===== config.mk =====
export PLATFORM = sky130hd
export DESIGN_NAME = sample_formatter
export DESIGN_NICKNAME = d
export VERILOG_FILES = /design/src/rtl/sample_formatter.sv
export SDC_FILE = /design/constraint.sdc
export NUM_CORES = 1
export LEC_CHECK = 0
export BUFFER_PORTS_ARGS = -buffer_cell sky130_fd_sc_hd__clkbuf_2
export CORE_MARGIN = 2
export CORE_UTILIZATION = 30
export DETAILED_ROUTE_END_ITERATION = 10
export SLEW_MARGIN = 10
export SYNTH_ARGS = -nofsm -noshare
export SYNTH_HDL_FRONTEND = slang
export SYNTH_SLANG_ARGS = --single-unit

===== constraint.sdc =====
create_clock -name clk -period 59.9 [get_ports clk]
set_input_delay 14.975 -clock clk [delete_from_list [all_inputs] [get_ports clk]]
set_output_delay 14.975 -clock clk [all_outputs]
set_load 0.01 [all_outputs]

===== src/rtl/sample_formatter.sv =====
module sample_formatter (
  input  logic        clk,
  input  logic        rst_n,
  input  logic        in_valid,
  input  logic [31:0] in_data,
  input  logic [2:0]  in_fmt,
  output logic        out_valid,
  output logic [31:0] out_word,
  output logic [2:0]  out_fmt
);

  localparam logic [2:0] FMT_T8  = 3'd0;
  localparam logic [2:0] FMT_R16 = 3'd1;
  localparam logic [2:0] FMT_R24 = 3'd2;
  localparam logic [2:0] FMT_T32 = 3'd3;
  localparam logic [2:0] FMT_FLT = 3'd4;
  localparam int         MAX_EXP = 15;

  logic        sat16, sat24;
  logic [15:0] rnd16;
  logic [23:0] rnd24;

  assign sat16 = (in_data[31:16] == 16'h7FFF) && in_data[15];
  assign sat24 = (in_data[31:8] == 24'h7FFFFF) && in_data[7];
  assign rnd16 = sat16 ? 16'h7FFF   : in_data[31:16] + {15'd0, in_data[15]};
  assign rnd24 = sat24 ? 24'h7FFFFF : in_data[31:8]  + {23'd0, in_data[7]};

  logic [4:0]  rsb;
  logic        run;
  logic [3:0]  shamt;
  logic [3:0]  fexp;
  logic [31:0] norm;
  logic [7:0]  fmant;

  always_comb begin
    rsb = 5'd0;
    run = 1'b1;
    for (int i = 30; i >= 0; i--) begin
      if (run && (in_data[i] == in_data[31])) rsb = rsb + 5'd1;
      else run = 1'b0;
    end
  end

  assign shamt = (rsb > 5'(MAX_EXP)) ? 4'(MAX_EXP) : rsb[3:0];
  assign fexp  = 4'(MAX_EXP) - shamt;
  assign norm  = in_data << shamt;
  assign fmant = norm[31:24];

  logic [31:0] fmt_word;

  always_comb begin
    case (in_fmt)
      FMT_T8:  fmt_word = {in_data[31:24], 24'd0};
      FMT_R16: fmt_word = {rnd16, 16'd0};
      FMT_R24: fmt_word = {rnd24, 8'd0};
      FMT_T32: fmt_word = in_data;
      FMT_FLT: fmt_word = {fexp, fmant, 20'd0};
      default: fmt_word = 32'd0;
    endcase
  end

  always_ff @(posedge clk) begin
    if (!rst_n) begin
      out_valid <= 1'b0;
      out_word  <= 32'd0;
      out_fmt   <= 3'd0;
    end else begin
      out_valid <= in_valid;
      if (in_valid) begin
        out_word <= fmt_word;
        out_fmt  <= in_fmt;
      end
    end
  end


  valid_latency_chk: assert property (@(posedge clk) disable iff (!rst_n)
    in_valid |=> out_valid);

  valid_drop_chk: assert property (@(posedge clk) disable iff (!rst_n)
    !in_valid |=> !out_valid);

  fmt_echo_chk: assert property (@(posedge clk) disable iff (!rst_n)
    in_valid |=> (out_fmt == $past(in_fmt)));

  t8_low_zero_chk: assert property (@(posedge clk) disable iff (!rst_n)
    (out_valid && out_fmt == FMT_T8) |-> (out_word[23:0] == 24'd0));

  r16_low_zero_chk: assert property (@(posedge clk) disable iff (!rst_n)
    (out_valid && out_fmt == FMT_R16) |-> (out_word[15:0] == 16'd0));

  r24_low_zero_chk: assert property (@(posedge clk) disable iff (!rst_n)
    (out_valid && out_fmt == FMT_R24) |-> (out_word[7:0] == 8'd0));

  r16_sat_chk: assert property (@(posedge clk) disable iff (!rst_n)
    (in_valid && in_fmt == FMT_R16 && in_data[31:15] == 17'h0FFFF)
      |=> (out_word == 32'h7FFF_0000));

  r24_sat_chk: assert property (@(posedge clk) disable iff (!rst_n)
    (in_valid && in_fmt == FMT_R24 && in_data[31:7] == 25'h0FFFFFF)
      |=> (out_word == 32'h7FFF_FF00));

  flt_norm_chk: assert property (@(posedge clk) disable iff (!rst_n)
    (out_valid && out_fmt == FMT_FLT && out_word[31:28] != 4'd0)
      |-> (out_word[27] != out_word[26]));

  flt_low_zero_chk: assert property (@(posedge clk) disable iff (!rst_n)
    (out_valid && out_fmt == FMT_FLT) |-> (out_word[19:0] == 20'd0));

  reserved_zero_chk: assert property (@(posedge clk) disable iff (!rst_n)
    (out_valid && out_fmt > FMT_FLT) |-> (out_word == 32'd0));

  hold_chk: assert property (@(posedge clk) disable iff (!rst_n)
    !in_valid |=> ($stable(out_word) && $stable(out_fmt)));

endmodule


==> reports/results.tsv <==
metric	value	unit
run_status	complete, no violations	
final_layout_size_suffix_gt1_share	12.8	%
post_dp_cell_area	8360	µm²
netlist_instances	1138	
cts.root.buffer_cell	clkbuf_16	
timing.critical_path.buf_inv	8	
period_needed	35.22	ns
cp_top_delay_family	adder cells	
worst-r2r-cell-count	5	
cts-resized-gates	0	
power.switching_fraction	41.8	%
tritoncts_clock_tree	yes	
netSwitchingPower	0.0420	mW
routed_wire_length_per_instance	17.5	µm
critPathArrivalTime	35.40	ns
multiInputGateArea	6690	µm²
share_comb_of_total_power	49.9	%
cpPeakStageDelay	0.83	ns
timing.slew.headroom	25.9	%
finalCritPeriodShare	58.8	%
mappedNetlistArea	7830	µm²
crit_path_end_kind	register	
design_power_total	0.100	mW
critical_path.endpoint	out_word[27]	
internal-power	0.0584	mW
core-area	25800	µm²
critPathLaunchType	input port	
syn_nets	1209	
crit-reg2reg-launch	out_word[25]	
synth_area_leaders	dfxtp_1, a21oi_1, ha_1	
fp.dieArea	27400	µm²
synthArstFlopShare	0	%
final-max-slew-violation-count	0	
finalSetupTns	0	ns
place.gp.congestion	0.969	
drt-initial-drc-count	692	
timing.critical_path.from	in_data[31]	
post-cts-setup-buffer-count	0	
clock_latency	0.28	ns
first_global_vias	7895	
pwr-share-clk	25.2	%
detailedPlacementHpwl	20000	µm
portBuffers	73	
crit_path_frequent_cell	ha_1	
num-fill-cells	2832	
worst_setup_hold_path_clk_slew	0.06	ns
routed-via-count	8577	
antenna_found_initial	0	
final_net_count	1222	
netlist-cell-type-count	101	
vert_die_dim	166	µm
synth-warning-count	0	
sequential_cell_area	721	µm²
fmax	28.4	MHz
max-vdd-ir-drop	0.0000194	V
global_route_wire_length_before_repair	41600	µm
design_area	8500	µm²
skew	0	ns
ys_seq_elements	36	
crit_path_max_fanout	75	
vias_per_cell	5.77	
first_pass_iters	7	
power_leakage	3.20	nW
p_seq_share	25.0	%
wl	26000	µm
num_rows	59	
hold_class	register to register	
rrSetupSlack	58.54	ns
cts_buffer_depth	2	
final_ant_viol_nets	0	
critical_path.reg2reg.endpoint	out_word[25]	
route.detailed.drc	0	
finalHoldViolations	0	
synth_area_leader_cell	dfxtp_1	
groute.usage.overall	18.6	%
leading_cell_type_in_the_layout_fill_and_taps_excluded	nand2_1	
gr-total-overflow	0	
tritoncts.num_buffers	5	
maximum_number_of_pins_on_one_net_before_global_route_repair	76	
required	60.08	ns
hold-worst-slack	0.478	ns
die_w	166	µm
layout_common_cells	nand2_1, nor2_1, a21oi_1	
syn-mean-instance-area	6.88	µm²
synth-edff-count	0	
timing.setup.critical_path_class	input port to register	
synth.yosys.seq_area_share	9.20	%
grt_setup_unrepaired	no	
finalCoreUtilization	32.9	%
floorplan.initialDensity	30.3	%
max_slew.worst_pin.slew	1.10	ns
io-pin-count	74	
synth_top_area_share	9.20	%
yosys_most_used_dff	dfxtp_1	
syn_to_layout_area_delta	8.50	%
setup-violations-final	0	
timing.max_cap.violations	0	
cellPowerDensity	11.8	nW/µm²
antenna_cells	0	
timing.critical_path.slowest_stage_cell	a21boi_2	
cts_hold_buffers	0	
critical_path_depth	100	
h_tree_depth	2	
cts_sinks	36	
==> layer usage <==
metal	wire length, µm	track usage [%]	part of all wire, %	vias to the layer above
li1	-	-	-	4186
met1	11800	25.7	45	4050
met2	12000	31.2	46	302
met3	1570	1.30	6.0	39
met4	580	5.09	2.2	0
met5	0	0	0	-
==> worst min-delay path by stage <==
stage	from	end	cells after the start
5_1_grt	out_fmt[1]	out_fmt[1]	2
4_1_cts	out_word[12]	out_word[12]	2
6_report	out_word[12]	out_word[12]	2
2_1_floorplan	out_word[10]	out_word[10]	2
3_5_place_dp	out_word[12]	out_word[12]	2
3_3_place_gp	out_word[12]	out_word[12]	2
==> worst reg2reg max path, stage by stage (launching register included) <==
cell and delay, ns:
dfxtp_1 0.34, nor2b_1 0.15, a21oi_1 0.13, nand3_1 0.11, a2111oi_0 0.37, a21oi_1 0.12
==> layout make-up <==
| type | instances | share of cell area [%] |
|---|---|---|
| clock buffers | 6 | 1.52 |
| clock inverters | 1 | 0.0589 |
| inverters | 32 | 1.41 |
| multi-input cells | 997 | 78.8 |
| flip-flops and latches | 36 | 8.48 |
| well taps | 335 | 4.93 |
| repair buffers | 79 | 4.83 |
==> logic make-up (layout without fill, tap and decap cells) <==
logic type	after synthesis	count (layout)	synth area share, %
mux	44	44	6.09
simple gates	487	487	32.0
flops	36	36	9.20
compound gates	354	354	30.1
xor+xnor	75	75	11.5
fa+ha+maj	37	37	5.78
buf+inv	105	118	5.38
==> cell usage after synthesis (5+ instances only) <==
master,n
dfxtp_1,36
nor3_1,33
a22oi_1,8
a31oi_1,11
or2_2,14
buf_2,9
o22ai_1,20
xnor2_1,37
and2_1,28
a21boi_0,13
mux2_2,9
nor3b_1,7
clkbuf_1,55
buf_1,5
a21o_1,14
and3_1,15
nor2_1,103
mux2i_1,31
nor4_1,7
a2111oi_0,5
o21a_1,19
a32oi_1,5
inv_1,31
ha_1,33
nand4_1,12
o2111ai_1,5
nand3_1,50
a21oi_1,88
o221ai_1,5
or3_1,12
nand2b_1,22
nor2b_1,46
a22o_1,9
and4_1,5
o211ai_1,10
xor2_1,18
nand2_1,110
xnor3_1,5
o21ai_0,78
==> power groups by stage <==
stage | Clock, mW | Sequential [mW] | Combinational [mW]
final | 0.0253 | 0.0251 | 0.0501
after CTS | 0.0257 | 0.0251 | 0.0493
after detailed placement | 0 | 0.0256 | 0.0490
after floorplan | 0 | 0.0259 | 0.0366
after global routing | 0.0263 | 0.0251 | 0.0551
after global placement | 0 | 0.0256 | 0.0483
==> flip-flops by register name (all words and copies together) (netlist names) <==
name,count
out_fmt,3
out_valid,1
out_word,32
==> through the flow <==
stage               worst slack [ns]  instances
floorplan                      25.88       1138
global placement               25.25       1479
detailed placement             24.61       1479
CTS                            24.85       1486
global route                   23.33       1486
finish                         24.68       1486
No activity file was read; power rests on OpenSTA's default activity.
